### src/rtl/bfw_pkg.sv
`timescale 1ns/1ps
package bfw_pkg;

  typedef enum logic [1:0] {
    ST_COUNT = 2'd0,
    ST_IDLE  = 2'd1,
    ST_RESET = 2'd2,
    ST_ALARM = 2'd3
  } wd_state_e;

  localparam logic [1:0] CMD_LOAD  = 2'd0;
  localparam logic [1:0] CMD_STOP  = 2'd1;
  localparam logic [1:0] CMD_OSARM = 2'd2;
  localparam logic [1:0] CMD_CLEAR = 2'd3;

  // OS-load timeout in ticks: 5, 10, 15 or 20 minutes
  function automatic int unsigned os_ticks(input logic [1:0] code,
                                           input int unsigned per_min);
    return (32'(code) + 32'd1) * 32'd5 * per_min;
  endfunction

endpackage

### src/rtl/bfw_tick_gen.sv
`timescale 1ns/1ps
module bfw_tick_gen #(
  parameter int PRESC = 50000
) (
  input  logic clk,
  input  logic rst_n,
  output logic tick
);
  localparam int PW = (PRESC > 1) ? $clog2(PRESC) : 1;
  localparam logic [PW-1:0] LAST = PW'(PRESC - 1);

  logic [PW-1:0] div_q;

  assign tick = (div_q == LAST);

  always_ff @(posedge clk or negedge rst_n) begin
    if (!rst_n)    div_q <= '0;
    else if (tick) div_q <= '0;
    else           div_q <= div_q + PW'(1);
  end
endmodule

### src/rtl/bfw_countdown.sv
`timescale 1ns/1ps
module bfw_countdown #(
  parameter int CNT_W = 21,
  parameter int INIT  = 2000
) (
  input  logic             clk,
  input  logic             rst_n,
  input  logic             run,
  input  logic             tick,
  input  logic             load,
  input  logic [CNT_W-1:0] load_val,
  output logic             expire
);
  logic [CNT_W-1:0] cnt_q;

  // a value of 0 or 1 both expire on the first tick
  assign expire = run && tick && (cnt_q <= CNT_W'(1));

  always_ff @(posedge clk or negedge rst_n) begin
    if (!rst_n)                       cnt_q <= CNT_W'(INIT);
    else if (load)                    cnt_q <= load_val;
    else if (run && tick && !expire)  cnt_q <= cnt_q - CNT_W'(1);
  end
endmodule

### src/rtl/bfw_bsp_rotator.sv
`timescale 1ns/1ps
module bfw_bsp_rotator #(
  parameter int NPROC = 4
) (
  input  logic             clk,
  input  logic             rst_n,
  input  logic             advance,
  output logic [NPROC-1:0] bsp_sel,
  output logic [NPROC-1:0] fail_mask,
  output logic             last_fail
);
  logic [NPROC-1:0] next_sel;

  genvar gi;
  generate
    for (gi = 0; gi < NPROC; gi++) begin : g_rot
      assign next_sel[gi] = bsp_sel[(gi + NPROC - 1) % NPROC];
    end
  endgenerate

  // the failure now being recorded would complete the mask
  assign last_fail = &(fail_mask | bsp_sel);

  always_ff @(posedge clk or negedge rst_n) begin
    if (!rst_n) begin
      bsp_sel   <= NPROC'(1);
      fail_mask <= '0;
    end else if (advance) begin
      fail_mask <= fail_mask | bsp_sel;
      if (!last_fail) bsp_sel <= next_sel;
    end
  end
endmodule

### src/rtl/boot_failover_wdog.sv
`timescale 1ns/1ps
module boot_failover_wdog
  import bfw_pkg::*;
#(
  parameter int NPROC         = 4,
  parameter int CNT_W         = 21,
  parameter int PRESC         = 50000,
  parameter int TICKS_PER_MIN = 60000,
  parameter int DEF_TIMEOUT   = 2000,
  parameter int RST_CYC       = 16
) (
  input  logic             clk,
  input  logic             rst_n,
  input  logic             soft_rst,
  input  logic             reg_wr,
  input  logic [1:0]       reg_addr,
  input  logic [CNT_W-1:0] reg_wdata,
  output logic             sys_rst_out,
  output logic [NPROC-1:0] bsp_sel,
  output logic [NPROC-1:0] fail_mask,
  output logic             beep_req,
  output logic             wd_running,
  output logic             os_mode,
  output logic             sts_boot_fail,
  output logic             sts_os_fail,
  output logic             sts_all_fail
);
  localparam int RC_W = (RST_CYC > 1) ? $clog2(RST_CYC) : 1;

  wd_state_e        st_q, st_d;
  logic             mode_q, mode_d;
  logic [CNT_W-1:0] boot_to_q;
  logic [RC_W-1:0]  rc_q;

  // named internal events
  logic tick, cd_expire, boot_expire, os_expire, last_fail;
  logic load_cmd, disarm_cmd, arm_cmd, clear_cmd, arm_ok;
  logic enter_alarm, enter_reset, leave_reset, cd_load;
  logic [CNT_W-1:0] cd_val, os_val;

  assign load_cmd   = reg_wr && (reg_addr == CMD_LOAD);
  assign disarm_cmd = reg_wr && (reg_addr == CMD_STOP);
  assign arm_cmd    = reg_wr && (reg_addr == CMD_OSARM);
  assign clear_cmd  = reg_wr && (reg_addr == CMD_CLEAR);

  assign os_val      = CNT_W'(os_ticks(reg_wdata[1:0], TICKS_PER_MIN));
  assign boot_expire = cd_expire && !mode_q;
  assign os_expire   = cd_expire && mode_q;
  assign enter_alarm = boot_expire && last_fail;
  assign enter_reset = cd_expire && !enter_alarm;
  assign leave_reset = (st_q == ST_RESET) && (rc_q == '0);
  assign arm_ok      = arm_cmd && !cd_expire &&
                       ((st_q == ST_COUNT) || (st_q == ST_IDLE));
  assign cd_load     = leave_reset || arm_ok;
  assign cd_val      = arm_ok ? os_val : boot_to_q;

  bfw_tick_gen #(.PRESC(PRESC)) u_tick (
    .clk(clk), .rst_n(rst_n), .tick(tick)
  );

  bfw_countdown #(.CNT_W(CNT_W), .INIT(DEF_TIMEOUT)) u_cd (
    .clk(clk), .rst_n(rst_n), .run(st_q == ST_COUNT), .tick(tick),
    .load(cd_load), .load_val(cd_val), .expire(cd_expire)
  );

  bfw_bsp_rotator #(.NPROC(NPROC)) u_rot (
    .clk(clk), .rst_n(rst_n), .advance(boot_expire),
    .bsp_sel(bsp_sel), .fail_mask(fail_mask), .last_fail(last_fail)
  );

  always_comb begin
    st_d   = st_q;
    mode_d = mode_q;
    unique case (st_q)
      ST_COUNT: begin
        if (cd_expire)       st_d = enter_alarm ? ST_ALARM : ST_RESET;
        else if (disarm_cmd) begin st_d = ST_IDLE; mode_d = 1'b0; end
        else if (arm_ok)     mode_d = 1'b1;
      end
      ST_IDLE: begin
        if (arm_ok) begin st_d = ST_COUNT; mode_d = 1'b1; end
      end
      ST_RESET: begin
        if (leave_reset) begin st_d = ST_COUNT; mode_d = 1'b0; end
      end
      default: st_d = ST_ALARM;
    endcase
  end

  always_ff @(posedge clk or negedge rst_n) begin
    if (!rst_n) begin
      st_q      <= ST_COUNT;
      mode_q    <= 1'b0;
      boot_to_q <= CNT_W'(DEF_TIMEOUT);
      rc_q      <= '0;
    end else begin
      st_q   <= st_d;
      mode_q <= mode_d;
      if (load_cmd) boot_to_q <= reg_wdata;
      if (enter_reset)                     rc_q <= RC_W'(RST_CYC - 1);
      else if (st_q == ST_RESET && rc_q != '0) rc_q <= rc_q - RC_W'(1);
    end
  end

  // sticky status, set wins over clear
  always_ff @(posedge clk or negedge rst_n) begin
    if (!rst_n) begin
      sts_boot_fail <= 1'b0;
      sts_os_fail   <= 1'b0;
      sts_all_fail  <= 1'b0;
    end else begin
      if (boot_expire)                     sts_boot_fail <= 1'b1;
      else if (clear_cmd && reg_wdata[0])  sts_boot_fail <= 1'b0;
      if (os_expire)                       sts_os_fail <= 1'b1;
      else if (clear_cmd && reg_wdata[1])  sts_os_fail <= 1'b0;
      if (enter_alarm)                     sts_all_fail <= 1'b1;
      else if (clear_cmd && reg_wdata[2])  sts_all_fail <= 1'b0;
    end
  end

  assign sys_rst_out = (st_q == ST_RESET);
  assign beep_req    = (st_q == ST_ALARM);
  assign wd_running  = (st_q == ST_COUNT);
  assign os_mode     = mode_q;
endmodule

### config.mk
export PLATFORM = sky130hd
export DESIGN_NAME = boot_failover_wdog
export DESIGN_NICKNAME = d
export VERILOG_FILES = /design/src/rtl/bfw_pkg.sv /design/src/rtl/bfw_tick_gen.sv /design/src/rtl/bfw_countdown.sv /design/src/rtl/bfw_bsp_rotator.sv /design/src/rtl/boot_failover_wdog.sv
export SDC_FILE = /design/constraint.sdc
export NUM_CORES = 1
export LEC_CHECK = 0
export BUFFER_PORTS_ARGS = -buffer_cell sky130_fd_sc_hd__buf_2
export CAP_MARGIN = 10
export CORE_MARGIN = 2
export CORE_UTILIZATION = 50
export CTS_BUF_LIST = sky130_fd_sc_hd__clkbuf_2 sky130_fd_sc_hd__clkbuf_4 sky130_fd_sc_hd__clkbuf_8
export CTS_CLUSTER_DIAMETER = 150
export DETAILED_ROUTE_END_ITERATION = 10
export GPL_TIMING_DRIVEN = 0
export PLACE_DENSITY_LB_ADDON = 0.05
export SETUP_SLACK_MARGIN = 0.3
export SLEW_MARGIN = 10
export SYNTH_ARGS = -nofsm -noshare
export SYNTH_HDL_FRONTEND = slang
export SYNTH_SLANG_ARGS = --single-unit
### constraint.sdc
create_clock -name clk -period 2.7 [get_ports clk]
set_clock_uncertainty 0.05 [all_clocks]
set_input_delay 0.54 -clock clk [delete_from_list [all_inputs] [get_ports clk]]
set_output_delay 0.54 -clock clk [all_outputs]
set_load 0.005 [all_outputs]
# --- Word-level counts from Yosys, hierarchy flattened ---
# Index checks and enable logic that the tools add are counted.
word_totals:
  ff_bits: 76
  output_inout_bits: 15
  word_cells: 91
op_classes:
  n_addsub: 4
  mux: 23
  n_lt_le_gt_ge: 1
  multipliers: 2
  reduce_logical: 37
  bitwise: 2
  eq_ne: 11
op_table:
  columns: ["op", "count"]
  rows:
  - ["21-bit two-way mux", 3]
  - ["21-bit by 1-bit <= comparator with 1-bit output, second input constant", 1]
  - ["21-bit by 1-bit subtractor with 21-bit output, second input constant", 1]
  - ["1-bit logical AND", 18]
  - ["16-bit by 1-bit adder with 16-bit output, second input constant", 1]
  - ["16-bit == test, second input constant", 1]
  - ["6-bit by 11-bit multiplier with 16-bit output, second input constant", 1]
  - ["16-bit two-way mux", 1]
  - ["1-bit two-way mux", 11]
  - ["2-bit nonzero test", 5]
  - ["2-bit == test, second input constant", 4]
  - ["2-bit two-way mux", 4]
  - ["4-bit two-way mux", 2]
  - ["3-bit by 3-bit multiplier with 6-bit output, second input constant", 1]
  - ["2-bit one-hot mux with 3 select lines", 1]
  - ["3-bit AND reduction", 2]
  - ["2-bit by 1-bit == test with 1-bit output, second input constant", 2]
  - ["2-bit zero test", 2]
  - ["4-bit zero test", 1]
  - ["2-bit != test, second input constant", 2]
  - ["4-bit OR", 1]
  - ["4-bit AND reduction", 1]
  - ["4-bit nonzero test", 1]
  - ["4-bit by 1-bit subtractor with 4-bit output, second input constant", 1]
  - ["9 further kinds", 12]

# --- Depth between registers and ports, before layout ---
# Gate-level depths: netlist of the first run.
depth:
  depth_word: 10
  mapped_depth: 12

# --- Cells and area by module ---
# A second synthesis of the first run with hierarchy kept.
hier_totals:
  cells_unflattened: 435
  area_unflattened_um2: 4415.5
modules_own_cells:
  columns: ["mod", "n_inst", "area_each_um2", "seq_area_each_um2", "cells_each"]
  rows:
  - ["boot_failover_wdog", 1, 1894.3, 783.3, 184]
  - ["bfw_countdown", 1, 1388.8, 533.0, 149]
  - ["bfw_tick_gen", 1, 762.0, 400.4, 67]
  - ["bfw_bsp_rotator", 1, 370.4, 201.4, 35]

# --- Least setup slack after synthesis of the first run ---
# Ideal clock, no wire load.
synth_timing:
  kind: "input-to-reg"
  from: "input reg_wdata[0]"
  to: "register u_cd.cnt_q[15]"
  n_path_buf: 1
  arrival_time_ps: 3206
  path_stages: 12
  t_required_ps: 2529
  path_slack_ps: -678
  setup_ps: 121
  path_cell_list: "clkbuf_1 inv_1 ha_1 and2_1 and2_1 fa_1 ha_1 a2111oi_0 a21oi_1 xnor2_1 nor2_1 o22a_1"
synth_between:
  elab_chain_cells: 5
synth_rtl:
  columns: ["element", "line", "source"]
  rows:
  - ["start: declaration", "boot_failover_wdog.sv:17", "input logic [CNT_W-1:0] reg_wdata,"]
  - ["2-bit by 1-bit adder with 3-bit output", "bfw_pkg.sv:19", "return (32'(code) + 32'd1) * 32'd5 * per_min;"]
  - ["3-bit by 3-bit multiplier with 6-bit output", "bfw_pkg.sv:19", null]
  - ["6-bit by 11-bit multiplier with 16-bit output", "bfw_pkg.sv:19", null]
  - ["21-bit two-way mux", "boot_failover_wdog.sv:55", "assign cd_val = arm_ok ? os_val : boot_to_q;"]
  - ["21-bit two-way mux", "bfw_countdown.sv:21", "else if (load) cnt_q <= load_val;"]
  - ["end signal: assignment", "bfw_countdown.sv:20", "if (!rst_n) cnt_q <= CNT_W'(INIT);"]
  - ["end signal: assignment", "bfw_countdown.sv:21", null]
  - ["end signal: assignment", "bfw_countdown.sv:22", "else if (run && tick && !expire) cnt_q <= cnt_q - CNT_W'(1);"]
  - ["end: declaration", "bfw_countdown.sv:14", "logic [CNT_W-1:0] cnt_q;"]
# No other way between the ends.
# A chain may end at the register's enable or synchronous reset.

# --- Final worst setup path of the first run ---
# Same ends and word-level chain as after synthesis.

==> results of run 1 <==
==> cell type report <==
cell class,count,area share (%)
clock buffer,10,2.312
multi-input combinational,334,46.46
tap,108,2.378
inverter,13,1.079
clock inverter,6,2.422
timing repair buffer,73,8.939
sequential,76,33.75
buffer,17,2.664
==> registers in the layout, indices dropped and copies added, names as in the netlist <==
name / cells
sts_all_fail: 1
sts_os_fail: 1
rc_q: 4
boot_to_q: 21
sts_boot_fail: 1
u_tick.div_q: 16
u_rot.fail_mask: 4
u_cd.cnt_q: 21
u_rot.bsp_sel: 4
st_q: 2
os_mode: 1
==> layout by cell type (no fill, tap or decap), types with 15 or more instances in the layout <==
master / n
nand2_1: 30
buf_4: 29
ha_1: 15
nor2_1: 37
a21oi_1: 23
dfrtp_1: 63
o21ai_0: 16
buf_2: 38
xnor2_1: 16
mux2_2: 21
==> per-stage QoR <==
stage               setup WS (ps)  std cells  total power, W
global placement           -509.7        588        0.002874
global route               -9.558        637        0.004619
floorplan                  -131.8        440        0.002535
CTS                        -59.22        627        0.004146
finish                      57.44        637        0.004365
detailed placement         -505.5        589        0.002900
==> critical path, delay by kind of cell <==
| kind | cells | cell delay, ps |
|---|---|---|
| simple gates | 3 | 330 |
| compound gates | 3 | 580 |
| xor+xnor | 1 | 190 |
| buf+inv | 3 | 280 |
| fa+ha+maj | 3 | 920 |
==> metal layers <==
| metal | vias up | GRT usage (%) |
|---|---|---|
| met2 | 115 | 37.45 |
| met3 | 21 | 4.173 |
| li1 | 1767 | - |
| met4 | 0 | 7.265 |
| met1 | 1794 | 31.10 |
| met5 | - | 0 |
==> power by group <==
group | leakage [nW] | internal (W) | switching, W
logic | 1.51 | 0.000701 | 0.000848
registers | 0.925 | 0.00140 | 0.000249
clock network | 0.134 | 0.000721 | 0.000447
==> worst max-delay path by stage <==
stage | slack (ps) | depth (start not counted) | to
after floorplan | -130 | 12 | u_cd.cnt_q[15]$_DFFE_PN0P_
after global placement | -510 | 13 | u_cd.cnt_q[15]$_DFFE_PN0P_
after detailed placement | -510 | 13 | u_cd.cnt_q[15]$_DFFE_PN0P_
after CTS | -60 | 13 | u_cd.cnt_q[15]$_DFFE_PN0P_
after global routing | -10 | 13 | u_cd.cnt_q[15]$_DFFE_PN0P_
final | 60 | 13 | u_cd.cnt_q[15]$_DFFE_PN0P_
==> repair_timing <==
item	CTS	global route
gates cloned	0	2
pin swaps	19	32
setup buffers	22	8
setup endpoints to repair	32	33
resized for setup	28	58
==> kinds of logic (layout without fill, tap and decap cells) <==
family,count (synthesis),in the layout,synth area share (%)
compound gates,102,102,15.07
xor+xnor,30,30,5.983
fa+ha+maj,19,19,5.755
buf+inv,30,119,3.334
flops,76,76,43.68
mux,28,28,7.123
other cells,2,5,0.1710
simple gates,150,150,18.89
==> results.py, run 1 <==
metrics = {
    "yosys": {
        "syn_avg_cell_area_um2": 10.05,
        "synthTopCellsByCount": "dfrtp_1, nor2_1, nand2_1, a21oi_1, mux2_2",
        "synthArstFlopShare_pct": 100.0,
        "synth_top_area_share_pct": 35.90,
        "yosysTopAreaCell": "dfrtp_1",
        "synth_edf_count": 0,
        "ys_seq_area_share_pct": 43.68,
        "synth_seq_cells": 76,
        "synth_area_leaders": "dfrtp_1, dfstp_2, mux2_2, ha_1, xnor2_1",
        "yosysWarningCount": 0,
        "yosysUniqueCellTypes": 67,
        "synth.most_common_cell": "dfrtp_1",
        "ys.flop_type": "dfrtp_1",
        "synth_area_um2": 4392,
        "syn_inst": 437,
    },
    "global_routing": {
        "grt_pass1_wl_um": 17620,
        "grt.overflow.total": 0,
        "grt_pass1_vias": 3623,
        "antenna_found_initial": 0,
        "grt_max_degree": 43,
        "grt_use_total_pct": 22.88,
    },
    "die": {
        "fp.coreArea_um2": 8636,
        "die-area_um2": 9549,
        "die_y_um": 97.72,
        "die-width_um": 97.72,
        "start_util_pct": 50.85,
        "pin_count": 42,
        "rows": 34,
    },
    "setup_path": {
        "ff2ff_setup_slack_ps": 240,
        "slowest_stage": "fa_1",
        "worstReg2RegEnd": "u_rot.bsp_sel[3]$_DFFE_PN0P_",
        "r2r_cells": 5,
        "start_kind": "input port",
        "critPathLaunch": "reg_wdata[0]",
        "critical_path_arrival_ps": 2840,
        "critPathKind": "input port to flop",
        "crit_chain": "buf_8, clkbuf_16, clkinv_8, ha_4, and2_4, and2_4, fa_1, ha_4, a2111oi_4, a21oi_2, xnor2_2, nor2_1, o22a_1",
        "critPathMaxStageDelay_ps": 520,
        "worst_r2r_startpoint": "u_tick.div_q[4]$_DFF_PN0_",
        "critPathMaxFanout": 3,
        "cp-end-kind": "flop",
        "worstPathRequired_ps": 2900,
    },
    "finish": {
        "fin_area_um2": 5683,
        "regArea_um2": 1918,
        "fin_util_pct": 65.81,
        "fillerInstances": 708,
        "insertedDiodeCount": 0,
        "area.growth.synth_to_final_pct": 29.40,
        "multi_input_area_um2": 2640,
        "layout.nets": 570,
        "drive_gt1_share_pct": 37.05,
    },
    "pwr": {
        "power_density_nw_per_um2": 768.0,
        "p_leak_nw": 2.573,
        "ir_worst_vdd_mv": 0.3938,
    },
    "drt": {
        "m1WireLength_um": 4899,
        "drt_first_pass_iters": 4,
        "drtAntennaViolNets": 0,
        "drc": 0,
        "top_layer": "met4",
        "post_drt_via_cell_ratio": 5.804,
        "wl_met2_um": 5318,
        "wl_um": 11030,
        "route.vias.total": 3697,
        "avgRoutedWirePerCell_um": 17.31,
        "drtIter0Drc": 275,
        "route.met3.wl_um": 572,
    },
    "timing": {
        "drv_slew": 0,
        "hold_ws_ps": 67.01,
        "tns_ps": 0,
        "slew_headroom_pct": 57.16,
        "grt_setup_unrepaired": "yes",
        "period_needed_ps": 2643,
        "hold_viol": 0,
        "min_period_over_period_pct": 97.87,
        "setup_violations": 0,
        "clock.fmax_mhz": 378.4,
        "tightest_slew_ps": 642.7,
    },
    "outcome": {
        "status": "finished clean",
    },
    "cts": {
        "cts_tree": "yes",
        "clk_path_buf_depth": 2,
        "ctsHoldBuffers": 0,
        "cts-root-buf": "clkbuf_8",
        "cts.clk_slew.worst_paths_ps": 90,
        "htree_levels": 3,
        "clkLatencyLatePin_ps": 360,
        "numCtsBuffers": 9,
        "cts_sinks": 76,
    },
    "flow_run": {
        "maxCapViolCount": 0,
    },
    "place": {
        "io_buffers": 40,
        "routabilityCongestion": 0.8574,
        "dpl.hpwl_um": 7534,
        "post_dp_cell_area_um2": 4838,
    },
    "hold_path": {
        "holdCritPathClass": "input port to async pin",
    },
}
No activity file was read; power rests on OpenSTA's default activity.
==> inputs of run 2 (changes only) <==
--- a/config.mk
+++ b/config.mk
@@ -12,7 +12,6 @@
 export CTS_BUF_LIST = sky130_fd_sc_hd__clkbuf_2 sky130_fd_sc_hd__clkbuf_4 sky130_fd_sc_hd__clkbuf_8
 export CTS_CLUSTER_DIAMETER = 150
 export DETAILED_ROUTE_END_ITERATION = 10
-export GPL_TIMING_DRIVEN = 0
 export PLACE_DENSITY_LB_ADDON = 0.05
 export SETUP_SLACK_MARGIN = 0.3
 export SLEW_MARGIN = 10
==> run 2 against run 1 <==
  * Clock power fell by 30%
  * Largest cell class unchanged
  * First-iteration DRC count fell by 41%
  * Total power fell by 12%
  * Design area fell by 5.7%
  * Via count fell by 3.1%
  * Global-route usage fell by 0.40 points
  * Sequential cell count did not move
  * Final cell count fell by 0.94%
  * Fmax rose by 5.2%
  * Count of clock-buffer cells in the layout fell by 1
  * Sequential power barely moved
  * Worst hold slack improved by 31 ps
  * Critical endpoint unchanged
==> results.py, run 2 (synthesis results as in run 1) <==
metrics = {
    "setup_path": {
        "critPathMaxStageDelay_ps": 520,
        "worstPathRequired_ps": 2890,
        "critPathMaxFanout": 3,
        "crit_chain": "buf_2, inv_2, ha_4, and2_4, and2_4, fa_1, ha_4, a2111oi_4, a21oi_2, xnor2_1, nor2_1, o22a_1",
        "ff2ff_setup_slack_ps": 240,
        "worstReg2RegEnd": "u_rot.bsp_sel[2]$_DFFE_PN0P_",
        "critical_path_arrival_ps": 2700,
        "crit_end": "u_cd.cnt_q[15]$_DFFE_PN0P_",
        "r2r_cells": 6,
        "critPathKind": "input port to flop",
        "start_kind": "input port",
        "crit_family": "adder cells",
        "worst_r2r_startpoint": "u_tick.div_q[7]$_DFF_PN0_",
        "cp-end-kind": "flop",
        "worst-path-buf-inv": 2,
        "slowest_stage": "fa_1",
        "crit_cells": 12,
        "critPathLaunch": "reg_wdata[1]",
    },
    "cts": {
        "cts-root-buf": "clkbuf_8",
        "clk_path_buf_depth": 2,
        "cts_sinks": 76,
        "numCtsBuffers": 9,
        "cts_tree": "yes",
        "clkLatencyLatePin_ps": 350,
        "htree_levels": 3,
        "cts.clk_slew.worst_paths_ps": 90,
        "ctsHoldBuffers": 0,
    },
    "finish": {
        "layout_commonest_cell": "dfrtp_1",
        "top_regs": "boot_to_q x21, u_cd.cnt_q x21, u_tick.div_q x16",
        "insertedDiodeCount": 0,
        "drive_gt1_share_pct": 33.46,
        "fin_area_um2": 5359,
        "layout.nets": 564,
        "fillerInstances": 750,
        "mostFrequentLayoutCells": "dfrtp_1, buf_4, nor2_1, buf_2, nand2_1",
        "area.growth.synth_to_final_pct": 22.02,
    },
    "drt": {
        "avgRoutedWirePerCell_um": 16.44,
        "drtIter0Drc": 161,
        "route.vias.total": 3581,
        "post_drt_via_cell_ratio": 5.675,
        "drt_first_pass_iters": 4,
        "wl_um": 10380,
        "drc": 0,
        "drtAntennaViolNets": 0,
    },
    "timing": {
        "clock.fmax_mhz": 398.1,
        "tightest_slew_ps": 513.2,
        "tns_ps": 0,
        "setup_violations": 0,
        "layout_setup_ws_ps": 187.9,
        "slew_headroom_pct": 65.79,
        "hold_viol": 0,
        "grt_setup_unrepaired": "yes",
        "drv_slew": 0,
        "period_needed_ps": 2512,
        "min_period_over_period_pct": 93.04,
    },
    "pwr": {
        "ir_worst_vdd_mv": 0.3676,
        "p_leak_nw": 2.473,
        "power_density_nw_per_um2": 713.0,
        "finalPower_w": 0.003821,
    },
    "global_routing": {
        "antenna_found_initial": 0,
        "grt_pass1_vias": 3576,
        "grt_max_degree": 40,
        "grt_use_total_pct": 22.48,
        "grt.overflow.total": 0,
        "grt_pass1_wl_um": 17410,
    },
    "die": {
        "fp.coreArea_um2": 8636,
        "die-area_um2": 9549,
        "start_util_pct": 50.85,
        "die_y_um": 97.72,
        "die-width_um": 97.72,
        "pin_count": 42,
        "rows": 34,
    },
    "place": {
        "io_buffers": 40,
        "post_dp_cell_area_um2": 4955,
        "dpl.hpwl_um": 7477,
        "dp_slack_ps": -222.3,
        "routabilityCongestion": 0.8943,
    },
    "hold_path": {
        "holdCritPathClass": "input port to async pin",
    },
    "flow_run": {
        "maxCapViolCount": 0,
    },
    "outcome": {
        "status": "finished clean",
    },
}
-- run 2: cell types whose count changed in the layout (fill, tap and decap cells not counted), sizes merged --
cell,change
bufinv,-4
clkinvlp,+1
clkbuf,-14
inv,+4
buf,+7
-- run 2: final cells by class --
class | count | area [um2] | share of cell area, %
repair buffers | 84 | 571.8 | 10.67
inverters | 13 | 56.30 | 1.051
well taps | 108 | 135.1 | 2.522
clock inverters | 7 | 56.30 | 1.051
multi-input cells | 334 | 2497 | 46.60
flip-flops and latches | 76 | 1918 | 35.79
clock buffers | 9 | 123.9 | 2.311
-- run 2: power by group --
part	leakage, nW	total (W)	internal [W]	switching (W)
combinational	1.46	0.00135	0.000633	0.000716
clock	0.0906	0.000818	0.000345	0.000472
sequential	0.925	0.00165	0.00140	0.000256
total	2.47	0.00382	0.00238	0.00144
-- run 2: worst min-delay path by stage --
stage	start	endpoint	slack [ps]	depth (start not counted)
6_report	rst_n	boot_to_q[19]$_DFFE_PN0P_	100	1
5_1_grt	rst_n	boot_to_q[19]$_DFFE_PN0P_	130	1
4_1_cts	rst_n	boot_to_q[19]$_DFFE_PN0P_	110	1
3_5_place_dp	u_tick.div_q[0]$_DFF_PN0_	u_tick.div_q[0]$_DFF_PN0_	420	1
3_3_place_gp	sts_boot_fail$_DFFE_PN0P_	sts_boot_fail$_DFFE_PN0P_	410	1
2_1_floorplan	rst_n	boot_to_q[0]$_DFFE_PN0P_	190	0
-- run 2: routing by layer --
| metal | GRT usage (%) | share of wire [%] | vias up |
|---|---|---|---|
| li1 | - | - | 1748 |
| met1 | 30.78 | 46 | 1762 |
| met2 | 36.50 | 49 | 58 |
| met3 | 4.173 | 3.5 | 13 |
| met4 | 7.051 | 1.6 | 0 |
| met5 | 0 | 0 | - |
-- run 2: repair_timing --
action / CTS / global route
resized for setup: 8 / 25
buffers inserted: 8 / 6
pin swaps: 9 / 16
endpoints found under the hold margin: 0 / 0
setup endpoints to repair: 10 / 34
-- run 2: through the flow --
stage          hold WS (ps)  cells  utilization (%)
2_1_floorplan         194.4    440                -
3_3_place_gp          408.5    601            57.37
3_5_place_dp          416.5    601            57.37
4_1_cts               107.9    625            60.52
5_1_grt               128.5    631            62.05
6_report              98.45    631            62.05
